## src/rtl/rewind_fifo_pkg.sv

```systemverilog
package rewind_fifo_pkg;

  typedef enum logic {
    RD_STD  = 1'b0,
    RD_FWFT = 1'b1
  } rd_mode_e;

  // distance from tail to head on a pointer of pw bits (wraps)
  function automatic int unsigned ptr_span(input logic [31:0] head,
                                           input logic [31:0] tail,
                                           input int unsigned pw);
    logic [31:0] mask;
    mask = (32'd1 << pw) - 32'd1;
    return (head - tail) & mask;
  endfunction

endpackage

```

## src/rtl/rewind_fifo_ram.sv

```systemverilog
module rewind_fifo_ram #(
  parameter int DW = 32,
  parameter int AW = 4
) (
  input  logic          clk,
  input  logic          we,
  input  logic [AW-1:0] waddr,
  input  logic [DW-1:0] wdata,
  input  logic [AW-1:0] raddr,
  output logic [DW-1:0] rdata
);
  localparam int DEPTH = 1 << AW;

  logic [DW-1:0] mem [DEPTH];

  always_ff @(posedge clk) begin
    if (we) mem[waddr] <= wdata;
  end

  assign rdata = mem[raddr];
endmodule

```

## src/rtl/rewind_fifo_oreg.sv

```systemverilog
module rewind_fifo_oreg #(
  parameter int DW = 32
) (
  input  logic          clk,
  input  logic          clr,
  input  logic          load,
  input  logic          bypass,
  input  logic [DW-1:0] ram_q,
  input  logic [DW-1:0] wdata,
  output logic [DW-1:0] dout
);
  always_ff @(posedge clk) begin
    if (clr)       dout <= '0;
    else if (load) dout <= bypass ? wdata : ram_q;
  end
endmodule

```

## src/rtl/rewind_fifo_ctrl.sv

```systemverilog
module rewind_fifo_ctrl
  import rewind_fifo_pkg::*;
#(
  parameter int AW = 4
) (
  input  logic          clk,
  input  logic          rst,
  input  logic          prst,
  input  logic          fwft_sel,
  input  logic          wr_en,
  input  logic          wr_cs,
  input  logic          rd_en,
  input  logic          rd_cs,
  input  logic          rt,
  input  logic          mark,
  output logic          wr_fire,
  output logic [AW-1:0] wr_addr,
  output logic [AW-1:0] rd_addr,
  output logic          load_en,
  output logic          bypass,
  output logic          clr_out,
  output logic          empty,
  output logic          out_rdy,
  output logic          full
);
  localparam int unsigned DEPTH = 1 << AW;
  localparam int unsigned PW    = AW + 1;
  typedef logic [AW:0] ptr_t;

  rd_mode_e mode_q;
  ptr_t     wptr_q, rptr_q, mark_q;
  logic     mark_vld_q, hold_q, ordy_q;

  // named internal events
  logic        is_fwft, rd_fire, rt_go, mark_go, no_word;
  ptr_t        base, rptr_adv, wptr_nxt, rt_target;
  int unsigned occ_now, occ_base, occ_next;

  always_comb begin
    is_fwft   = (mode_q == RD_FWFT);
    base      = mark_vld_q ? mark_q : rptr_q;
    occ_now   = ptr_span(32'(wptr_q), 32'(rptr_q), PW);
    occ_base  = ptr_span(32'(wptr_q), 32'(base), PW);
    full      = (occ_base == DEPTH);
    no_word   = hold_q || (occ_now == 0);
    empty     = !is_fwft && no_word;
    out_rdy   = is_fwft && ordy_q;
    rt_go     = rt && !prst;
    mark_go   = mark && !rt && !prst;
    wr_fire   = wr_en && wr_cs && !full && !prst;
    rd_fire   = rd_en && rd_cs && !rt && (is_fwft ? ordy_q : !no_word);
    rptr_adv  = rptr_q + {{AW{1'b0}}, rd_fire};
    wptr_nxt  = wptr_q + {{AW{1'b0}}, wr_fire};
    rt_target = mark_vld_q ? mark_q : '0;
    occ_next  = ptr_span(32'(wptr_nxt), 32'(rptr_adv), PW);
    wr_addr   = wptr_q[AW-1:0];
    rd_addr   = is_fwft ? rptr_adv[AW-1:0] : rptr_q[AW-1:0];
    bypass    = is_fwft && wr_fire && (wr_addr == rd_addr);
    load_en   = is_fwft ? (!rt_go && occ_next != 0) : rd_fire;
    clr_out   = rst || prst;
  end

  always_ff @(posedge clk) begin
    if (rst) mode_q <= fwft_sel ? RD_FWFT : RD_STD;
    if (rst || prst) begin
      wptr_q     <= '0;
      rptr_q     <= '0;
      mark_q     <= '0;
      mark_vld_q <= 1'b0;
      hold_q     <= 1'b0;
      ordy_q     <= 1'b0;
    end else begin
      wptr_q <= wptr_nxt;
      if (rt_go) begin
        rptr_q <= rt_target;
        hold_q <= 1'b1;
        ordy_q <= 1'b0;
      end else begin
        rptr_q <= rptr_adv;
        hold_q <= 1'b0;
        ordy_q <= is_fwft && (occ_next != 0);
      end
      if (mark_go) begin
        mark_q     <= rptr_q;
        mark_vld_q <= 1'b1;
      end
    end
  end

  // protected span never exceeds storage
  assert_no_overflow_R2: assert property (@(posedge clk) disable iff (rst)
    occ_base <= DEPTH);
  // read position never falls behind the snapshot
  assert_mark_behind_R10: assert property (@(posedge clk) disable iff (rst)
    mark_vld_q |-> (occ_now <= occ_base));
  assert_rt_empty_R7: assert property (@(posedge clk) disable iff (rst)
    (rt_go && !is_fwft) |=> empty);
  assert_rt_keeps_wptr_R7: assert property (@(posedge clk) disable iff (rst)
    (rt_go && !wr_fire) |=> (wptr_q == $past(wptr_q)));
  assert_rt_ordy_R8: assert property (@(posedge clk) disable iff (rst)
    (rt_go && is_fwft) |=> !out_rdy);
  assert_mode_kept_R6: assert property (@(posedge clk) disable iff (rst)
    prst |=> $stable(mode_q));
endmodule

```

## src/rtl/rewind_fifo.sv

```systemverilog
module rewind_fifo #(
  parameter int DW = 32,
  parameter int AW = 4
) (
  input  logic          clk,
  input  logic          rst,
  input  logic          fwft_sel,
  input  logic          prst,
  input  logic          wr_en,
  input  logic          wr_cs,
  input  logic [DW-1:0] wr_data,
  input  logic          rd_en,
  input  logic          rd_cs,
  input  logic          rt,
  input  logic          mark,
  output logic [DW-1:0] rd_data,
  output logic          empty,
  output logic          out_rdy,
  output logic          full
);
  logic          wr_fire, load_en, bypass, clr_out;
  logic [AW-1:0] wr_addr, rd_addr;
  logic [DW-1:0] ram_q;

  rewind_fifo_ctrl #(.AW(AW)) u_ctrl (
    .clk(clk), .rst(rst), .prst(prst), .fwft_sel(fwft_sel),
    .wr_en(wr_en), .wr_cs(wr_cs), .rd_en(rd_en), .rd_cs(rd_cs),
    .rt(rt), .mark(mark), .wr_fire(wr_fire), .wr_addr(wr_addr),
    .rd_addr(rd_addr), .load_en(load_en), .bypass(bypass),
    .clr_out(clr_out), .empty(empty), .out_rdy(out_rdy), .full(full)
  );

  rewind_fifo_ram #(.DW(DW), .AW(AW)) u_ram (
    .clk(clk), .we(wr_fire), .waddr(wr_addr), .wdata(wr_data),
    .raddr(rd_addr), .rdata(ram_q)
  );

  rewind_fifo_oreg #(.DW(DW)) u_oreg (
    .clk(clk), .clr(clr_out), .load(load_en), .bypass(bypass),
    .ram_q(ram_q), .wdata(wr_data), .dout(rd_data)
  );

  // partial reset empties the output stage
  assert_prst_clear_R6: assert property (@(posedge clk) disable iff (rst)
    prst |=> (rd_data == '0 && !out_rdy && !full));
  // master reset leaves nothing valid and nothing full
  assert_rst_state_R1: assert property (@(posedge clk)
    rst |=> (rd_data == '0 && !out_rdy && !full));
endmodule

```

## config.mk

```make
export PLATFORM = sky130hd
export DESIGN_NAME = rewind_fifo
export DESIGN_NICKNAME = d
export VERILOG_FILES = /design/src/rtl/rewind_fifo_pkg.sv /design/src/rtl/rewind_fifo_ram.sv /design/src/rtl/rewind_fifo_oreg.sv /design/src/rtl/rewind_fifo_ctrl.sv /design/src/rtl/rewind_fifo.sv
export SDC_FILE = /design/constraint.sdc
export NUM_CORES = 1
export LEC_CHECK = 0
export BUFFER_PORTS_ARGS = -buffer_cell sky130_fd_sc_hd__buf_2
export CAP_MARGIN = 20
export CORE_ASPECT_RATIO = 1.25
export CORE_MARGIN = 5
export CORE_UTILIZATION = 45
export CTS_BUF_LIST = sky130_fd_sc_hd__clkbuf_8
export DETAILED_ROUTE_END_ITERATION = 8
export HOLD_SLACK_MARGIN = 0.12
export PLACE_DENSITY = 0.67
export RECOVER_POWER = 50
export SYNTH_ARGS = -nofsm -noshare
export SYNTH_HDL_FRONTEND = slang
export SYNTH_SLANG_ARGS = --single-unit
```

## constraint.sdc

```tcl
create_clock -name clk -period 17.4 [get_ports clk]
set_input_delay 0.87 -clock clk [delete_from_list [all_inputs] [get_ports clk]]
set_output_delay 0.87 -clock clk [all_outputs]
set_load 0.01 [all_outputs]
```

==> results of run 1 <==
worst paths after layout:
path,startpoint,end,slack (ns)
min,fwft_sel,u_ctrl.is_fwft,0.42
max reg2reg,u_ctrl.wptr_q[3],u_oreg.dout[24],11.27
min reg2reg,u_ctrl.mark_q[0],u_ctrl.rptr_q[0],0.51
max,u_ctrl.wptr_q[3],u_oreg.dout[24],11.27
cells in the mapped netlist (all sizes together), types with 17 or more instances:
library cell  count  share of area (%)
nor2             60               0.98
dfxtp            50                4.4
clkbuf           43               0.71
a21oi            36               0.78
buf              43                1.0
nand2            39               0.64
o21ai            36               0.78
inv              46               0.75
o2111ai          65                2.5
a22oi            64                2.1
edfxtp          513                 67
mux2i            42                1.8
nor4             17               0.46
mux4            128                 13
cells by family after synthesis:
kind of cell | Yosys count | synth area share, %
DFF | 563 | 71.45
AOI/OAI and AO/OA | 219 | 6.855
muxes | 171 | 14.44
and+or+nand+nor | 150 | 3.014
buffers and inverters | 132 | 2.485
xor gates and xnor gates | 22 | 0.8392
adders and majority gates | 17 | 0.9209
cell type report:
class | count | area share (%)
flip-flops and latches | 563 | 63.89
multi-input cells | 579 | 23.92
clock buffers | 92 | 4.931
well taps | 658 | 3.206
repair buffers | 114 | 2.256
clock inverters | 62 | 1.111
inverters | 46 | 0.6724
diodes | 2 | 0.01949
through the flow:
step / utilization, % / instances
final: 50.82 / 2116
after global routing: 50.82 / 2116
after CTS: 50.99 / 2114
after detailed placement: 47.92 / 1960
after global placement: 47.92 / 1960
after floorplan: - / 1274
registers in the layout, summed over array words and instances, names as in the netlist:
name               cells
u_ctrl.mark_vld_q      1
u_ram.mem            512
u_ctrl.mark_q          5
u_oreg.dout           32
u_ctrl.hold_q          1
u_ctrl.ordy_q          1
u_ctrl.wptr_q          5
u_ctrl.rptr_q          5
u_ctrl.is_fwft         1
where the power goes:
group          switching (mW)  leakage, nW  internal [mW]  total (mW)
Sequential            0.00622         5.02           1.48        1.49
Clock                   0.489        0.932          0.502       0.991
Combinational          0.0680         2.56         0.0292      0.0972
layer usage:
metal	up-vias	global-route usage, %	wire (µm)	share of wire (%)
met3	102	3.833	4457	7.8
met4	2	7.018	1540	2.7
li1	5460	-	-	-
met5	-	0	7	0.012
met2	616	33.24	28490	50
met1	6675	27.45	22380	39
placed cells by master, fill, tap and decap left out, types with 37 or more instances in the layout:
cell type / instances
a22oi_1: 64
inv_1: 83
nor2_1: 55
clkbuf_8: 92
clkbuf_1: 67
mux2i_1: 40
nand2_1: 39
mux4_2: 128
edfxtp_1: 513
o2111ai_1: 65
buf_4: 37
dfxtp_1: 50
==> results.py, run 1 <==
metrics = {
    "global_route": {
        "grt_first_pass_wirelength_mm": 84.38,
        "antenna_found_initial": 3,
        "overflow": 0,
        "grt_max_degree": 67,
        "first_global_vias": 13182,
        "track_usage_pct": 20.29,
    },
    "clock_tree": {
        "ctsRootBufferMaster": "clkbuf_8",
        "cts_resized": 0,
        "post_cts_buffers": 0,
        "worstSkewPairLatency_ns": 0.63,
        "cts_sinks": 563,
        "cts.clk_slew.worst_paths_ns": 0.06,
        "htreeDepth": 3,
        "hold_buffers": 0,
        "clockBufferDepth": 3,
        "tritoncts": "done",
        "numCtsBuffers": 84,
    },
    "timing": {
        "tightest_slew_ns": 1.954,
        "finalWorstSetupSlack_ns": 11.27,
        "period_minus_slack_ns": 6.135,
        "drv_slew": 36,
        "setup_viol": 0,
        "timing.slew.headroom_pct": -30.26,
        "finalCritPeriodShare_pct": 35.26,
        "clock.fmax_mhz": 163.0,
        "fin_skew_ns": 0.02415,
        "hold_viol": 0,
        "rsz0062_at_grt": "false",
        "holdWs_ns": 0.4184,
        "finalSetupTns_ns": 0,
    },
    "synth": {
        "netlist_area_mm2": 0.02296,
        "synth-edff-count": 513,
        "synthArstFlopShare_pct": 0,
        "ys.flop_type": "edfxtp_1",
        "syn_inst": 1274,
        "synthDistinctLibCells": 52,
        "syn_avg_cell_area_um2": 18.02,
        "yosysWarnings": 0,
        "yosysSeqAreaShare_pct": 71.45,
        "ys_ff_latch": 563,
        "syn_nets": 1332,
    },
    "place": {
        "portBuffers": 76,
        "dp_hpwl_mm": 29.41,
        "gp_congestion": 0.8107,
        "place_area_mm2": 0.02421,
        "pre_cts_ws_ns": 11.32,
    },
    "setup_path": {
        "arrival_ns": 6.60,
        "crit_chain": "ha_1, a21oi_1, inv_1, or3_1, a21oi_1, nor3_1, nor2_1, nor2_1, ha_1, ha_1, mux2i_4, buf_4, buf_4, mux4_2, a22oi_1, nand2_1, mux2i_1, a21oi_1",
        "critPathMaxStageDelay_ns": 0.93,
        "critPathBufInv": 3,
        "critPathMaxFanout": 66,
        "slowest_stage": "buf_4",
        "critPathKind": "reg2reg",
        "end_kind": "register",
        "worstPathRequired_ns": 17.86,
        "cp.depth": 18,
        "crit_path_start_kind": "register",
        "cp_top_family": "buffers and inverters",
        "reg2reg_depth": 18,
    },
    "routing": {
        "ant_nets": 0,
        "routedWlPerCell_um": 26.88,
        "drt_iter0_markers": 1399,
        "viasPerCell": 6.075,
        "vias": 12855,
        "route.detailed.drc": 0,
        "firstDrtPassIters": 5,
        "wirelength_mm": 56.87,
    },
    "final_layout": {
        "ff_latch_area_mm2": 0.01641,
        "drive_gt1_share_pct": 21.29,
        "syn2layout_area_growth_pct": 11.84,
        "nets": 1446,
        "num-fill-cells": 4039,
        "multi_input_area_mm2": 0.006142,
        "fin_area_mm2": 0.02568,
    },
    "min_path": {
        "hold_depth": 1,
        "holdCritPathClass": "in2reg",
    },
    "floorplanning": {
        "die_h_um": 262.5,
        "rows": 92,
        "die_area_mm2": 0.05567,
        "die_w_um": 212.0,
        "start_util_pct": 45.44,
        "ioPinCount": 77,
        "core_area_mm2": 0.05053,
    },
    "power_and_ir_drop": {
        "p_total_mw": 2.576,
        "p_leak_nw": 8.513,
        "peakVddDrop_mv": 0.05375,
        "power_density_mw_per_mm2": 100.3,
    },
    "run_status": {
        "violations": "max-capacitance violations, max-slew violations",
        "status": "finished with violations",
    },
    "job": {
        "maxCapViolCount": 1,
    },
}
Power figures use the tool's default switching activity.
==> inputs of run 2 (changes only) <==
- clock period: 17.4 -> 6.3 ns (I/O delays scaled with it)
==> results.py, run 2 (synthesis gave the netlist of run 1 again) <==
metrics = {
    "routing": {
        "drt_iter0_markers": 1206,
        "wirelength_mm": 55.25,
        "vias": 12863,
        "viasPerCell": 5.966,
        "route.detailed.drc": 0,
        "routedWlPerCell_um": 25.63,
        "firstDrtPassIters": 5,
        "ant_nets": 0,
    },
    "timing": {
        "setup_viol": 0,
        "finalSetupTns_ns": 0,
        "holdWs_ns": 0.1892,
        "timing.slew.headroom_pct": -10.37,
        "hold_viol": 0,
        "period_minus_slack_ns": 5.687,
        "drv_slew": 36,
        "clock.fmax_mhz": 175.8,
        "finalCritPeriodShare_pct": 90.27,
        "tightest_slew_ns": 1.655,
        "fin_skew_ns": 0.03476,
        "rsz0062_at_grt": "false",
    },
    "floorplanning": {
        "start_util_pct": 45.44,
        "ioPinCount": 77,
        "rows": 92,
        "core_area_mm2": 0.05053,
        "die_h_um": 262.5,
        "die_area_mm2": 0.05567,
        "die_w_um": 212.0,
    },
    "setup_path": {
        "end_kind": "register",
        "worstPathRequired_ns": 6.84,
        "critPathMaxFanout": 34,
        "critPathKind": "reg2reg",
        "crit_path_start_kind": "register",
        "arrival_ns": 6.23,
    },
    "clock_tree": {
        "htreeDepth": 3,
        "post_cts_buffers": 0,
        "clockBufferDepth": 3,
        "worstSkewPairLatency_ns": 0.68,
        "cts.clk_slew.worst_paths_ns": 0.07,
        "ctsRootBufferMaster": "clkbuf_8",
        "numCtsBuffers": 85,
        "cts_sinks": 563,
        "tritoncts": "done",
    },
    "place": {
        "dp_hpwl_mm": 30.48,
        "gp_congestion": 0.8598,
        "portBuffers": 76,
    },
    "final_layout": {
        "reg_top3": "u_ram.mem x512, u_oreg.dout x32",
        "syn2layout_area_growth_pct": 13.55,
        "largest_reg_flops": 512,
        "final_common_cell": "edfxtp_1",
        "regMostFlops": "u_ram.mem",
        "drive_gt1_share_pct": 20.86,
        "layout_common_cells": "513 x edfxtp_1, 128 x mux4_2, 85 x clkbuf_8",
        "nets": 1489,
    },
    "global_route": {
        "track_usage_pct": 19.83,
        "antenna_found_initial": 2,
        "overflow": 0,
        "first_global_vias": 13075,
        "grt_first_pass_wirelength_mm": 82.85,
        "grt_max_degree": 79,
    },
    "job": {
        "maxCapViolCount": 1,
    },
    "run_status": {
        "violations": "max-capacitance violations, max-slew violations",
        "status": "finished with violations",
    },
    "power_and_ir_drop": {
        "p_total_mw": 7.038,
        "power_density_mw_per_mm2": 269.9,
        "p_leak_nw": 8.673,
        "peakVddDrop_mv": 0.1402,
    },
    "min_path": {
        "holdCritPathClass": "in2reg",
    },
}
==> run 2: routing by layer <==
metal  vias up  part of all wire, %  GRT usage, %
li1       5550                    -             -
met1      6685                   41         27.82
met2       546                   49         31.29
met3        82                  7.9         3.761
met4         0                  2.8         7.123
met5         -                    0             0
==> run 2: worst paths after layout <==
kind                                        from           endpoint  slack, ns  cells past startpoint
worst min-delay path                        mark  u_ctrl.mark_vld_q       0.19                      4
worst max register to register  u_ctrl.wptr_q[2]    u_oreg.dout[24]       0.61                     18
worst min register to register  u_ctrl.mark_q[1]   u_ctrl.rptr_q[1]       0.49                      2
worst max-delay path            u_ctrl.wptr_q[2]    u_oreg.dout[24]       0.61                     18
==> run 2: worst max-delay path, stage by stage (launching register included) <==
cell and delay (ns):
dfxtp_1 0.83, ha_1 0.39, a221o_1 0.41, or4_1 0.41, o21ba_2 0.23, nand2_1 0.07, buf_4 0.27, inv_1 0.08
ha_1 0.20, ha_1 0.36, xor2_1 0.21, o22ai_1 0.12, maj3_2 0.34, and3_1 0.19, buf_4 0.24, o211ai_2 0.18
o211a_1 0.62, buf_4 0.32, a21oi_1 0.08
==> run 2: power by group <==
part	internal, mW	switching, mW
Combinational	0.0971	0.187
Clock	1.27	1.38
Sequential	4.09	0.0179
==> run 2: stage by stage <==
step           std cells  worst slack [ns]  cell area (µm²)  utilization (%)
2_1_floorplan       1274            0.4830            22960                -
3_3_place_gp        1965            0.8474            24300            48.09
3_5_place_dp        1965            0.7551            24300            48.09
4_1_cts             2153            0.7162            26130            51.71
5_1_grt             2156            0.3276            26070            51.59
6_report            2156            0.6128            26070            51.59
==> run 2: area by class of cell <==
| class | instances | area (µm²) |
|---|---|---|
| diodes | 2 | 5.005 |
| clock buffers | 85 | 1170 |
| multi-input cells | 579 | 6142 |
| inverters | 46 | 172.7 |
| flip-flops and latches | 563 | 16410 |
| clock inverters | 67 | 299.0 |
| well taps | 658 | 823.3 |
| repair buffers | 156 | 1055 |
| fillers | 4031 | 24460 |
==> run 2: what timing repair did <==
action                                 4_1_cts  5_1_grt
hold buffers                                36        0
resized for setup                            0        0
endpoints found under the hold margin      542        0
==> inputs of run 3 (changes only) <==
--- a/config.mk
+++ b/config.mk
@@ -18,3 +18,4 @@
 export SYNTH_ARGS = -nofsm -noshare
 export SYNTH_HDL_FRONTEND = slang
+export SYNTH_HIERARCHICAL = 1
 export SYNTH_SLANG_ARGS = --single-unit
==> constraint.sdc (replaced) <==
create_clock -name clk -period 6.3 [get_ports clk]
set_input_delay 0.945 -clock clk [delete_from_list [all_inputs] [get_ports clk]]
set_output_delay 0.945 -clock clk [all_outputs]
set_load 0.01 [all_outputs]
==> results.py, run 3 <==
metrics = {
    "synth": {
        "yosys.area_share.simple_pct": 3.142,
        "ys_ff_latch": 563,
        "synth_most_common_cell": "edfxtp_1",
        "synthArstFlopShare_pct": 0,
        "synthDistinctLibCells": 49,
        "synth_top_family_by_area": "multiplexers",
        "yosysWarnings": 6,
        "synth-compound-area-share_pct": 4.137,
        "netlist_area_mm2": 0.02214,
        "synth_xor_area_share_pct": 0.7517,
        "yosysSeqAreaShare_pct": 74.11,
        "netlist_top_cells_count": "513 x edfxtp_1, 128 x mux4_2, 64 x a22oi_1, 64 x nor2_1, 50 x dfxtp_1",
        "synth_fa_ha_area_share_pct": 0.9043,
        "syn_inst": 1125,
        "ys.flop_type": "edfxtp_1",
        "synth_area_leaders": "edfxtp_1 70%, mux4_2 13%, dfxtp_1 4.5%",
        "synth-edff-count": 513,
        "yosys.area.top_type": "edfxtp_1",
        "syn_nets": 1183,
        "synth_mux_area_share_pct": 14.98,
        "syn_avg_cell_area_um2": 19.68,
        "synth_top_area_share_pct": 69.59,
    },
    "setup_path": {
        "slowest_stage": "buf_4",
        "cpMostUsedCell": "ha_1",
        "cp-startpoint": "u_ctrl/mark_vld_q",
        "reg2reg_depth": 18,
        "arrival_ns": 6.09,
        "critPathMaxStageDelay_ns": 0.65,
        "crit_end": "u_oreg/dout[14]",
        "crit_path_start_kind": "register",
        "crit_chain": "mux2i_1, ha_1, and3b_1, or4_1, a221o_1, a21oi_4, nor3_1, ha_1, ha_1, ha_1, nor2b_1, nor3_1, o211ai_1, xnor2_1, a32oi_4, buf_4, nor2_1, a211oi_1",
        "critPathMaxFanout": 64,
        "r2r-end": "u_oreg/dout[14]",
        "critPathKind": "reg2reg",
        "worstPathRequired_ns": 6.82,
        "end_kind": "register",
        "r2r_slack_ns": 0.73,
        "rr_startpoint": "u_ctrl/mark_vld_q",
    },
    "floorplanning": {
        "die_h_um": 258.0,
        "die_area_mm2": 0.05376,
        "rows": 91,
        "die_w_um": 208.4,
        "core_area_mm2": 0.04907,
        "ioPinCount": 77,
        "start_util_pct": 45.11,
    },
    "final_layout": {
        "layout_common_cells": "513 x edfxtp_1, 128 x mux4_2, 99 x clkbuf_8",
        "syn2layout_area_growth_pct": 13.16,
        "largest_reg_flops": 512,
        "regMostFlops": "u_ram/mem",
        "nets": 1314,
        "drive_gt1_share_pct": 23.92,
        "final_common_cell": "edfxtp_1",
        "reg_top3": "u_ram/mem x512, u_oreg/dout x32",
        "fin_area_mm2": 0.02505,
    },
    "clock_tree": {
        "post_cts_buffers": 0,
        "worstSkewPairLatency_ns": 0.66,
        "ctsRootBufferMaster": "clkbuf_8",
        "numCtsBuffers": 85,
        "cts.clk_slew.worst_paths_ns": 0.06,
        "htreeDepth": 3,
        "tritoncts": "done",
        "hold_buffers": 0,
        "clockBufferDepth": 3,
        "cts_sinks": 563,
        "cts_resized": 0,
    },
    "timing": {
        "holdWs_ns": 0.4770,
        "finalCritPeriodShare_pct": 88.36,
        "period_minus_slack_ns": 5.567,
        "drv_slew": 46,
        "rsz0062_at_grt": "false",
        "fin_skew_ns": 0.02049,
        "timing.slew.headroom_pct": -28.23,
        "setup_viol": 0,
        "tightest_slew_ns": 1.921,
        "finalSetupTns_ns": 0,
        "hold_viol": 0,
        "clock.fmax_mhz": 179.6,
    },
    "run_status": {
        "violations": "max-capacitance violations, max-slew violations",
        "status": "finished with violations",
    },
    "min_path": {
        "hold_depth": 1,
        "holdCritPathClass": "in2reg",
    },
    "place": {
        "dp_hpwl_mm": 27.20,
        "gp_congestion": 0.7681,
        "place_area_mm2": 0.02345,
        "portBuffers": 76,
    },
    "routing": {
        "viasPerCell": 5.721,
        "route.detailed.drc": 0,
        "routedWlPerCell_um": 24.69,
        "vias": 11316,
        "wirelength_mm": 48.84,
        "ant_nets": 0,
        "drt_iter0_markers": 1044,
        "firstDrtPassIters": 5,
    },
    "global_route": {
        "antenna_found_initial": 4,
        "grt_max_degree": 129,
        "grt_first_pass_wirelength_mm": 73.35,
        "overflow": 0,
        "track_usage_pct": 18.08,
        "first_global_vias": 11815,
    },
    "power_and_ir_drop": {
        "p_leak_nw": 7.762,
        "power_density_mw_per_mm2": 285.9,
        "peakVddDrop_mv": 0.1466,
    },
    "job": {
        "maxCapViolCount": 1,
    },
}
==> run 3: changes by cell type after synthesis, sizes merged, moves of 3 or more <==
cell | before | now
buf | 43 | 40
clkbuf | 43 | 27
o2111ai | 65 | 0
o21ai | 36 | 3
nor2 | 60 | 64
nor3 | 2 | 7
a21oi | 36 | 9
inv | 46 | 12
nor4 | 17 | 1
a211oi | 2 | 33
==> run 3: area by class of cell <==
class / count / area, µm²
Clock buffer: 99 / 1363
Multi-Input combinational cell: 483 / 5479
Timing Repair Buffer: 111 / 616.8
Fill cell: 3891 / 24020
Inverter: 12 / 45.04
Sequential cell: 563 / 16410
Tap cell: 651 / 814.5
Antenna cell: 2 / 5.005
Clock inverter: 57 / 321.6
==> run 3: power by group <==
group          internal [mW]  switching (mW)
clock network           1.53            1.38
logic                 0.0461           0.113
registers               4.09          0.0105
total                   5.66            1.50
==> run 3: logic make-up (layout without fill, tap and decap cells) <==
family,count (synthesis),count (layout)
muxes,171,171
AOI/OAI and AO/OA,124,124
other,0,2
and+or+nand+nor,153,153
DFF,563,563
buffers and inverters,79,279
adders and majority gates,16,16
xor gates and xnor gates,19,19
==> run 3: per-stage QoR <==
step	power, mW	setup WS (ns)	utilization, %	cells
2_1_floorplan	4.253	0.8914	-	1125
3_3_place_gp	4.336	1.062	47.73	1818
3_5_place_dp	4.345	0.7949	47.78	1820
4_1_cts	7.236	0.7815	51.21	1976
5_1_grt	7.421	0.3928	51.05	1978
6_report	7.162	0.7331	51.05	1978
==> run 3: worst max-delay path: cells and delay by family, from the launching register on <==
family	cells	cell delay (ns)
buffers and inverters	1	0.65
flip-flops	1	0.61
AND/OR/NAND/NOR	6	1.29
multiplexers	1	0.32
AO/OA/AOI/OAI	5	1.22
XOR/XNOR	1	0.16
adder cells (fa/ha/maj)	4	1.12
==> run 3: how the worst min path moves through the flow <==
stage	from	end
2_1_floorplan	u_ctrl/mark_q[0]	u_ctrl/rptr_q[0]
6_report	fwft_sel	u_ctrl/is_fwft
3_5_place_dp	u_oreg/dout[5]	u_oreg/dout[5]
5_1_grt	fwft_sel	u_ctrl/is_fwft
3_3_place_gp	u_oreg/dout[17]	u_oreg/dout[17]
4_1_cts	fwft_sel	u_ctrl/is_fwft
==> run 3: routing by layer <==
| metal | part of all wire, % | wire length (µm) | track usage, % |
|---|---|---|---|
| met4 | 2.2 | 1082 | 6.443 |
| met5 | 0.053 | 26 | 0 |
| met1 | 41 | 19890 | 23.84 |
| met3 | 6.1 | 2964 | 3.196 |
| met2 | 51 | 24880 | 30.52 |
